## src/rtl/jmp_pkg.sv

```systemverilog
package jmp_pkg;
    localparam int XLEN   = 32;
    localparam int REG_W  = 5;
    localparam int IMM_I_W = 12;
    localparam int IMM_J_W = 21;
    localparam int INSN_STEP = 4;

    localparam logic [6:0] OP_JDIR = 7'b1101111;
    localparam logic [6:0] OP_JIND = 7'b1100111;
    localparam logic [2:0] F3_JIND = 3'b000;

    typedef struct packed {
        logic             redirect;
        logic             wb_en;
        logic             misalign;
        logic [REG_W-1:0] rd;
        logic [XLEN-1:0]  target;
        logic [XLEN-1:0]  link;
    } jmp_out_t;
endpackage

```

## src/rtl/jmp_decode.sv

```systemverilog
module jmp_decode
    import jmp_pkg::*;
(
    input  logic [31:0]      instr,
    output logic             is_dir,
    output logic             is_ind,
    output logic [REG_W-1:0] rd,
    output logic [XLEN-1:0]  imm_j,
    output logic [XLEN-1:0]  imm_i
);
    logic [IMM_J_W-1:0] raw_j;
    logic [IMM_I_W-1:0] raw_i;

    always_comb begin
        is_dir = (instr[6:0] == OP_JDIR);
        is_ind = (instr[6:0] == OP_JIND) && (instr[14:12] == F3_JIND);
        rd     = instr[11:7];
        raw_j  = {instr[31], instr[19:12], instr[20], instr[30:21], 1'b0};
        raw_i  = instr[31:20];
        imm_j  = {{(XLEN-IMM_J_W){raw_j[IMM_J_W-1]}}, raw_j};
        imm_i  = {{(XLEN-IMM_I_W){raw_i[IMM_I_W-1]}}, raw_i};
    end
endmodule

```

## src/rtl/jmp_target.sv

```systemverilog
module jmp_target
    import jmp_pkg::*;
(
    input  logic            sel_ind,
    input  logic [XLEN-1:0] pc,
    input  logic [XLEN-1:0] rs1_val,
    input  logic [XLEN-1:0] imm_j,
    input  logic [XLEN-1:0] imm_i,
    output logic [XLEN-1:0] target,
    output logic [XLEN-1:0] link,
    output logic            misalign
);
    logic [XLEN-1:0] base, offs, sum;

    always_comb begin
        base   = sel_ind ? rs1_val : pc;
        offs   = sel_ind ? imm_i : imm_j;
        sum    = base + offs;
        target = sel_ind ? {sum[XLEN-1:1], 1'b0} : sum;
        link   = pc + XLEN'(INSN_STEP);
        misalign = target[1];
    end
endmodule

```

## src/rtl/jmp_unit.sv

```systemverilog
module jmp_unit
    import jmp_pkg::*;
(
    input  logic             clk,
    input  logic             rst,
    input  logic             in_valid,
    input  logic [31:0]      instr,
    input  logic [XLEN-1:0]  pc,
    input  logic [XLEN-1:0]  rs1_val,
    output logic             redirect_o,
    output logic [XLEN-1:0]  target_o,
    output logic             wb_en_o,
    output logic [REG_W-1:0] wb_idx_o,
    output logic [XLEN-1:0]  wb_data_o,
    output logic             misalign_o
);
    logic             dec_dir, dec_ind;
    logic [REG_W-1:0] dec_rd;
    logic [XLEN-1:0]  dec_imm_j, dec_imm_i;
    logic [XLEN-1:0]  calc_tgt, calc_link;
    logic             calc_mis;
    jmp_out_t         out_d, out_q;

    jmp_decode u_dec (
        .instr (instr),
        .is_dir(dec_dir),
        .is_ind(dec_ind),
        .rd    (dec_rd),
        .imm_j (dec_imm_j),
        .imm_i (dec_imm_i)
    );

    jmp_target u_tgt (
        .sel_ind (dec_ind),
        .pc      (pc),
        .rs1_val (rs1_val),
        .imm_j   (dec_imm_j),
        .imm_i   (dec_imm_i),
        .target  (calc_tgt),
        .link    (calc_link),
        .misalign(calc_mis)
    );

    always_comb begin
        logic take;
        take            = in_valid && (dec_dir || dec_ind);
        out_d           = out_q;
        out_d.target    = calc_tgt;
        out_d.link      = calc_link;
        out_d.rd        = dec_rd;
        out_d.misalign  = take && calc_mis;
        out_d.redirect  = take && !calc_mis;
        out_d.wb_en     = take && !calc_mis && (dec_rd != '0);
    end

    always_ff @(posedge clk) begin
        if (rst) begin
            out_q.redirect <= 1'b0;
            out_q.wb_en    <= 1'b0;
            out_q.misalign <= 1'b0;
            out_q.rd       <= '0;
            out_q.target   <= '0;
            out_q.link     <= '0;
        end else begin
            out_q <= out_d;
        end
    end

    assign redirect_o = out_q.redirect;
    assign target_o   = out_q.target;
    assign wb_en_o    = out_q.wb_en;
    assign wb_idx_o   = out_q.rd;
    assign wb_data_o  = out_q.link;
    assign misalign_o = out_q.misalign;


    fault_excl_chk: assert property (@(posedge clk) disable iff (rst)
        misalign_o |-> (!redirect_o && !wb_en_o));

    fault_bit_chk: assert property (@(posedge clk) disable iff (rst)
        misalign_o |-> target_o[1]);

    no_x0_write_chk: assert property (@(posedge clk) disable iff (rst)
        wb_en_o |-> (wb_idx_o != '0) && redirect_o);

    link_value_chk: assert property (@(posedge clk) disable iff (rst)
        wb_en_o |-> (wb_data_o == $past(pc) + XLEN'(INSN_STEP)));

    idle_quiet_chk: assert property (@(posedge clk) disable iff (rst)
        !in_valid |=> (!redirect_o && !wb_en_o && !misalign_o));

    ind_even_chk: assert property (@(posedge clk) disable iff (rst)
        ($past(in_valid && dec_ind) && redirect_o) |-> !target_o[0]);

    reset_clear_chk: assert property (@(posedge clk)
        rst |=> (!redirect_o && !wb_en_o && !misalign_o));
endmodule

```

## config.mk

```make
export PLATFORM = sky130hd
export DESIGN_NAME = jmp_unit
export DESIGN_NICKNAME = d
export VERILOG_FILES = /design/src/rtl/jmp_pkg.sv /design/src/rtl/jmp_decode.sv /design/src/rtl/jmp_target.sv /design/src/rtl/jmp_unit.sv
export SDC_FILE = /design/constraint.sdc
export NUM_CORES = 1
export LEC_CHECK = 0
export BUFFER_PORTS_ARGS = -buffer_cell sky130_fd_sc_hd__buf_2
export CAP_MARGIN = 20
export CORE_ASPECT_RATIO = 1.75
export CORE_UTILIZATION = 52
export CTS_BUF_LIST = sky130_fd_sc_hd__clkbuf_2
export DETAILED_ROUTE_END_ITERATION = 6
export PLACE_DENSITY = 0.83
export SYNTH_ARGS = -nofsm -noshare
export SYNTH_HDL_FRONTEND = slang
export SYNTH_SLANG_ARGS = --single-unit
```

## constraint.sdc

```tcl
create_clock -name clk -period 5 [get_ports clk]
set_input_delay 0.25 -clock clk [delete_from_list [all_inputs] [get_ports clk]]
set_output_delay 0.25 -clock clk [all_outputs]
set_load 0.1 [all_outputs]
```

# Yosys cells after proc, flatten, opt, wreduce, memory -nomap -nowiden
# Cells that the tools add are included.
dict set report classes {
  n_eq_ne 2
  add_sub_neg 2
  reduce_logical 10
  n_mux 2
}
# operator count
set op_table {}
lappend op_table {{32-bit by 3-bit adder with 32-bit output, second input constant} 1}
lappend op_table {{32-bit adder} 1}
lappend op_table {{32-bit 2-to-1 mux} 1}
lappend op_table {{20-bit 2-to-1 mux} 1}
lappend op_table {{7-bit equality test, second input constant} 2}
lappend op_table {{1-bit logical AND} 5}
lappend op_table {{5-bit nonzero test} 1}
lappend op_table {{3-bit zero test} 1}
lappend op_table {{2-bit OR reduction} 1}
lappend op_table {{1-bit zero test} 1}
lappend op_table {{1-bit logical OR} 1}
dict set report totals {
  regBits 72
}

# Logic depth before layout (Yosys ltp)
# Gate-level depths: netlist of the first run.
dict set report logic_depth {
  ltp_word 7
  depth_mapped 16
  mapped_depth_nobuf 14
}

# Hierarchy
# A second synthesis of the first run with hierarchy kept.
dict set report hier_totals {
  hier_cells 631
  area_unflattened_um2 5444.0
}
# mod n_inst area_each_um2 cells_each seq_area_each_um2
set modules_own_cells {}
lappend modules_own_cells {jmp_target 1 2934.1 399 0.0}
lappend modules_own_cells {jmp_unit 1 1949.4 156 1441.4}
lappend modules_own_cells {jmp_decode 1 560.5 76 0.0}

# Worst setup path after synthesis of the first run
# No wires, ideal clock.
dict set report synth_timing {
  path_kind {input to register}
  start {input port instr[1]}
  end {register out_q, in the netlist target_o[24]}
  stages 16
  setup_slack_ps 1344
  arrival_ps 3533
  n_path_buf 2
  setup_time_ps 123
  required_ps 4877
  path_cell_list {nand4_1 -> nor3b_1 -> and2_1 -> clkbuf_1 -> buf_1 -> mux2_2 -> ha_1 -> inv_1 -> fa_1 -> nor2b_1 -> o31ai_1 -> a22oi_1 -> a2111oi_4 -> o21bai_1 -> a21oi_1 -> mux2_1}
}
dict set report synth_between {
  elab_chain_cells 4
  word_cells_on_any_way 5
  classes_between {add/sub: 1; eq/ne: 1; mux: 2; reduce/logical: 1}
}
# element line
set synth_lines {}
lappend synth_lines {{from (decl)} jmp_unit.sv:7} ;# input logic [31:0] instr,
lappend synth_lines {{7-bit equality test (*)} jmp_decode.sv:16} ;# is_ind = (instr[6:0] == OP_JIND) && (instr[14:12] == F3_JIND);
lappend synth_lines {{1-bit logical AND (*)} jmp_decode.sv:16}
lappend synth_lines {{32-bit 2-to-1 mux or 20-bit 2-to-1 mux (tied branches)} {jmp_target.sv:16, jmp_target.sv:17}}
lappend synth_lines {{32-bit adder (*)} jmp_target.sv:18} ;# sum = base + offs;
lappend synth_lines {{to (signal assigned)} jmp_unit.sv:65} ;# out_q <= out_d;
lappend synth_lines {{to (decl)} jmp_unit.sv:22} ;# jmp_out_t out_d, out_q;
# Every way passes the cells marked *; elsewhere a longest branch is shown, timed or not.
# A chain may end at the register's enable or synchronous reset.

# Worst setup path after layout of the first run
dict set report layout_timing {
  start {input port instr[12]}
  end {register out_q, in the netlist target_o[24]}
}
dict set report layout_between {
  elab_chain_cells 4
  word_cells_on_any_way 5
  classes_between {add/sub: 1; mux: 2; reduce/logical: 2}
}
# element line
set layout_lines {}
lappend layout_lines {{3-bit zero test} jmp_decode.sv:16}
lappend layout_lines {{1-bit logical AND} jmp_decode.sv:16}
lappend layout_lines {{32-bit 2-to-1 mux or 20-bit 2-to-1 mux (tied branches)} {jmp_target.sv:16, jmp_target.sv:17}}
lappend layout_lines {{32-bit adder (*)} jmp_target.sv:18}
# Marks and branches as above.

==> reports/qor.yml, run 1 <==
run_status:
  outcome: "complete, but fails checks"
  violations: "hold timing"
placed_design:
  place_area_mm2: 0.00554
  dp_slack_ns: 0.842
  dp_hpwl_um: 11100
  numPortBuffers: 170
  place.gp.congestion: 0.941
worst_hold_path:
  hold_class: "in -> reg"
  hold_end: "wb_data_o[18]"
  min_from: "pc[18]"
  hold_depth: 3
routing:
  postRouteAntennaNets: 0
  top_layer: "met4"
  wl_per_cell_um: 17.3
  met1_length_um: 5510
  post_drt_via_cell_ratio: 5.61
  first_pass_iters: 5
  wl_um: 14700
  route.met2.wl_um: 7650
  vias: 4772
  remaining_drc_errors: 0
  drt_iter0_markers: 270
  dr_wl_met3_um: 843
logic_synthesis:
  yosysUniqueCellTypes: 60
  syn-cell-area_mm2: 0.00467
  synth-warning-count: 0
  synth_edf_count: 0
  syn_inst: 548
  synthArstFlopShare: 0
  yosysSeqAreaShare: 0.309
  syn_area_per_cell_um2: 8.52
  ys_ff_latch: 72
  synthesis.nets: 680
  yosys_most_used_dff: "dfxtp_1"
sta:
  rsz0062_at_grt: "no"
  timing.final.crit_share: 0.718
  worst_pin_slew_ns: 0.623
  drv_slew: 0
  max_freq_ghz: 0.278
  timing.final.ws_setup_ns: 1.41
  relSlewSlack: 0.585
  period_minus_slack_ns: 3.59
  setup_tns_ns: 0
  setup_violations: 0
  final_hold_viol_count: 1
  hold-worst-slack_ns: -0.00440
clock_tree:
  cts.sinks: 72
  clkTransAtPathRegs_ns: 0.20
  clock-root-buffer: "clkbuf_2"
  htreeDepth: 3
  cts_tree: "done"
  numCtsBuffers: 9
  cts_buffer_depth: 2
run:
  cap_violations: 0
die:
  io_pins: 171
  die_area_mm2: 0.00938
  initial_core_util: 0.538
  core_area_mm2: 0.00867
  die_x_um: 73.6
  rows: 45
  fp.dieH_um: 127
worst_setup_path:
  critPathCaptureType: "flip-flop"
  cp.required_ns: 5.47
  cp-start-kind: "input port"
  criticalPathCategory: "in -> reg"
  crit_arrival_ns: 4.06
  critPathMaxFanout: 30
cells_and_area:
  syn_to_final_growth_pct: 26.5
  drive_gt1_frac: 0.322
  utilization: 0.681
  final_net_count: 860
  n_fill_cell: 734
  design_area_mm2: 0.00590
grt:
  grt_overflow_total: 0
  antenna_found_initial: 1
  grt_pass1_vias: 4657
  grt_first_pass_wirelength_um: 22200
  grt.total_usage: 0.310
  grt_max_degree: 47
power_and_ir_drop:
  peakVddDrop_uv: 245
  leakagePower_nw: 2.81
  p_per_area_mw_per_mm2: 303
[flip-flops by register name, summed over array words and instances, names as in the netlist]
register	count
wb_en_o	1
misalign_o	1
wb_idx_o	5
target_o	32
wb_data_o	32
redirect_o	1
[synthesized netlist by cell type (2+ instances only)]
library cell / count / area (um^2)
clkbuf_1: 16 / 60.1
dfxtp_1: 72 / 1440
buf_1: 2 / 7.51
nand2_1: 32 / 120
a21oi_1: 36 / 180
xnor2_1: 17 / 149
nor3_1: 8 / 40.0
and3_1: 6 / 37.5
nand3_1: 10 / 50.1
a21o_1: 17 / 128
nor2b_1: 17 / 106
o21ai_0: 33 / 165
xor2_1: 30 / 263
buf_6: 3 / 33.8
nor4_4: 2 / 42.5
inv_1: 19 / 71.3
o21bai_1: 2 / 15.0
nor3b_1: 4 / 30.0
buf_2: 6 / 30.0
ha_1: 32 / 400
a31oi_1: 7 / 43.8
nand2b_1: 5 / 31.3
o31ai_1: 2 / 15.0
and3_2: 3 / 22.5
or3_1: 6 / 37.5
o211ai_1: 4 / 30.0
o21a_1: 3 / 22.5
nand4_1: 17 / 106
nor2_1: 67 / 251
a211oi_1: 2 / 15.0
nor4_1: 2 / 12.5
and4_1: 6 / 52.6
mux2_2: 32 / 360
or2_2: 2 / 12.5
[timing repair]
action	in CTS	in global routing
hold buffers	19	6
endpoints found under the setup margin	0	0
buffers inserted	0	0
resized for setup	0	0
endpoints found under the hold margin	20	6
[cell type report]
class                      count  area [um^2]  area share
antenna                        1         2.50    0.000424
clock buffer                  10         50.0     0.00848
clock inverter                 6         60.1      0.0102
inverter                      19         71.3      0.0121
multi-input combinational    429         3020       0.511
sequential                    72         1440       0.244
tap                          117          146      0.0248
timing repair buffer         197         1120       0.189
[where the power goes]
part	total (mW)	switching (mW)	leakage [nW]	internal, mW
Sequential	0.639	0.0132	0.599	0.625
Combinational	0.819	0.616	2.14	0.203
Clock	0.329	0.214	0.0693	0.115
Total	1.79	0.844	2.81	0.943
[critical path, cell delays in order]
cell	delay (ns)
buf_2	0.12
nor4_1	0.34
and2_2	0.61
mux2_2	0.42
ha_1	0.22
inv_1	0.09
fa_1	0.18
nor2b_1	0.09
o31ai_1	0.29
a22oi_1	0.26
a2111oi_4	0.54
o21bai_1	0.13
a21oi_1	0.17
mux2_1	0.33
[cells in the final DEF (no fill, tap or decap), drive strengths merged, types with 2 or more instances in the layout]
master         n
a2111oi        2
a211oi         2
a21o          17
a21oi         36
a31oi          7
and3           9
and4           6
buf          172
clkbuf        10
clkinv         4
dfxtp         72
dlygate4sd3   25
ha            32
inv           19
mux2          33
nand2         32
nand2b         5
nand3         11
nand4         19
nor2          67
nor2b         17
nor3           8
nor3b          4
nor4           4
o211ai         5
o21a           3
o21ai         34
o21bai         2
o31ai          2
or2            3
or3            7
xnor2         17
xor2          30
[worst max-delay path by stage]
stage | end | start | slack (ns)
5_1_grt | target_o[24] | instr[12] | 1.13
3_3_place_gp | target_o[24] | instr[1] | 0.95
6_report | target_o[24] | instr[12] | 1.41
3_5_place_dp | target_o[24] | instr[12] | 0.84
4_1_cts | target_o[24] | instr[12] | 1.44
2_1_floorplan | target_o[24] | instr[1] | 1.34
[per-stage QoR]
step | cells | power [mW]
2_1_floorplan | 548 | 1.27
3_3_place_gp | 809 | 1.44
3_5_place_dp | 809 | 1.44
4_1_cts | 844 | 1.78
5_1_grt | 851 | 1.86
6_report | 851 | 1.79
[logic make-up after synthesis]
group                    share of synthesized area
AND/OR/NAND/NOR                              0.225
flip-flops                                   0.309
XOR/XNOR                                    0.0882
buffers and inverters                       0.0453
multiplexers                                0.0817
AO/OA/AOI/OAI                                0.161
adder cells (fa/ha/maj)                     0.0901
[layer usage]
layer,GRT usage,vias to the layer above
met5,0,-
li1,-,2291
met2,0.554,222
met1,0.336,2194
met3,0.0576,65
met4,0.161,0
(Power assumes the default switching activity.)
==> run 2: changes to the inputs <==
--- a/config.mk
+++ b/config.mk
@@ -8,10 +8,10 @@
 export BUFFER_PORTS_ARGS = -buffer_cell sky130_fd_sc_hd__buf_2
 export CAP_MARGIN = 20
 export CORE_ASPECT_RATIO = 1.75
-export CORE_UTILIZATION = 52
+export CORE_UTILIZATION = 47
 export CTS_BUF_LIST = sky130_fd_sc_hd__clkbuf_2
 export DETAILED_ROUTE_END_ITERATION = 6
-export PLACE_DENSITY = 0.83
+export PLACE_DENSITY = 0.8
 export SYNTH_ARGS = -nofsm -noshare
 export SYNTH_HDL_FRONTEND = slang
 export SYNTH_SLANG_ARGS = --single-unit
==> constraint.sdc (replaced) <==
create_clock -name clk -period 3 [get_ports clk]
set_input_delay 0.15 -clock clk [delete_from_list [all_inputs] [get_ports clk]]
set_output_delay 0.15 -clock clk [all_outputs]
set_load 0.1 [all_outputs]
==> run 2 against run 1 <==
The run now ends clean. Flip-flop and latch count unchanged. Non-clock buffer count up 125. Clock power up 120%. Largest cell class unchanged.
==> reports/qor.yml, run 2 (same netlist as run 1, synthesis figures left out) <==
run_status:
  outcome: "completed"
cells_and_area:
  drive_gt1_frac: 0.416  # +0.0941
  syn_to_final_growth_pct: 51.1
  regArea_mm2: 0.00144  # unchanged
  design_area_mm2: 0.00705  # +19%
  n_fill_cell: 718  # -2.2%
  multi_input_area_mm2: 0.00311  # +3.2%
  layout_common_cells: "buf_2 (170), buf_4 (107), dfxtp_1 (72), nor2_1 (67), dlygate4sd3_1 (44)"
  final_net_count: 985  # +15%
  utilization: 0.740  # +0.0594
  finalNonFillerCells: 981  # +15%
  layout_commonest_cell: "buf_2"
power_and_ir_drop:
  leakagePower_nw: 3.43  # +22%
  p_per_area_mw_per_mm2: 477  # +58%
  power_mw: 3.36  # +88%
  peakVddDrop_uv: 378  # +55%
routing:
  first_pass_iters: 7  # +2
  postRouteAntennaNets: 0  # unchanged
  remaining_drc_errors: 0  # unchanged
  post_drt_via_cell_ratio: 5.47  # -2.4%
  wl_per_cell_um: 16.9  # -2.5%
  drt_iter0_markers: 203  # -25%
  vias: 5368  # +12%
  wl_um: 16500  # +12%
grt:
  grt_max_degree: 54  # +15%
  grt.total_usage: 0.322  # +0.0118
  grt_pass1_vias: 5521  # +19%
  antenna_found_initial: 1  # unchanged
  grt_first_pass_wirelength_um: 26200  # +18%
  grt_overflow_total: 0  # unchanged
die:
  die_x_um: 77.3  # +5.0%
  die_area_mm2: 0.0104  # +10%
  fp.dieH_um: 134  # +5.1%
  initial_core_util: 0.490  # -0.0484
  rows: 47  # +4.4%
  core_area_mm2: 0.00953  # +9.9%
  io_pins: 171  # unchanged
clock_tree:
  cts_tree: "done"
  cts.sinks: 72  # unchanged
  numCtsBuffers: 9  # unchanged
  htreeDepth: 3  # unchanged
  cts_buffer_depth: 2  # unchanged
  clock-root-buffer: "clkbuf_2"
  clkTransAtPathRegs_ns: 0.20  # about the same
sta:
  rsz0062_at_grt: "no"
  relSlewSlack: 0.369  # -0.216
  max_freq_ghz: 0.350
  period_minus_slack_ns: 2.86
  hold-worst-slack_ns: 0.0871  # +0.0915 ns
  timing.final.crit_share: 0.953
  drv_slew: 0  # unchanged
  final_hold_viol_count: 0  # -1
  setup_violations: 0  # unchanged
  worst_pin_slew_ns: 0.946  # +0.323 ns
worst_setup_path:
  critPathMaxFanout: 22  # -27%
  cp-start-kind: "input port"
  cp.required_ns: 3.40  # -2.07 ns
  critPathCaptureType: "flip-flop"
  crit_arrival_ns: 3.26  # -0.80 ns
  criticalPathCategory: "in -> reg"
placed_design:
  place_area_mm2: 0.00644  # +16%
  numPortBuffers: 170  # unchanged
  place.gp.congestion: 0.941  # about the same
  dp_cells: 920  # +14%
  dp_hpwl_um: 11800  # +7.0%
run:
  cap_violations: 0  # unchanged
worst_hold_path:
  hold_class: "in -> reg"
run 2: changes by cell type in the layout (fill, tap and decap cells not counted), sizes merged:
cell,previous run,this run
buf,172,278
bufinv,1,3
clkinvlp,1,0
dlygate4sd3,25,44
clkinv,4,3
run 2: layer usage:
| layer | up-vias | track usage | share of wire |
|---|---|---|---|
| li1 | 2542 | - | - |
| met1 | 2467 | 0.352 | 0.39 |
| met2 | 291 | 0.574 | 0.51 |
| met3 | 68 | 0.0565 | 0.059 |
| met4 | 0 | 0.186 | 0.046 |
| met5 | - | 0 | 0 |
run 2: critical path, stage by stage:
cell and delay, ns:
buf_2 0.08, nand4_1 0.13, nor3b_2 0.24, and2_2 0.20
buf_12 0.17, mux2_2 0.37, ha_1 0.30, a211oi_1 0.40
o211ai_2 0.16, a31oi_1 0.16, buf_4 0.15, nor3_1 0.07
buf_4 0.13, nor3_1 0.31, xor2_1 0.18, nor2_1 0.06
run 2: path summary, 6_finish.rpt:
kind      from      endpoint  slack [ns]  cells after the start
min   instr[4]    misalign_o        0.09                      4
max   instr[1]  target_o[25]        0.14                     16
run 2: final cells by class:
type / count / share of cell area
antenna: 1 / 0.000355
clock buffer: 10 / 0.00710
clock inverter: 6 / 0.0153
inverter: 19 / 0.0101
multi-input combinational: 429 / 0.441
sequential: 72 / 0.204
tap: 122 / 0.0216
timing repair buffer: 322 / 0.300
run 2: what timing repair did:
| item | in CTS | in global routing |
|---|---|---|
| hold buffers | 44 | 0 |
| setup buffers | 0 | 0 |
| resized for setup | 0 | 3 |
| setup endpoints to repair | 0 | 4 |
| endpoints found under the hold margin | 39 | 0 |
run 2: power breakdown:
part           internal [mW]  switching (mW)
sequential              1.04          0.0219
combinational          0.497            1.07
clock                  0.361           0.368
run 2: per-stage QoR:
step	setup slack (ns)	TNS, ns
2_1_floorplan	-0.0696	-0.0696
3_3_place_gp	-0.361	-2.95
3_5_place_dp	-0.416	-3.89
4_1_cts	0.170	0
5_1_grt	0.0116	0
6_report	0.142	0
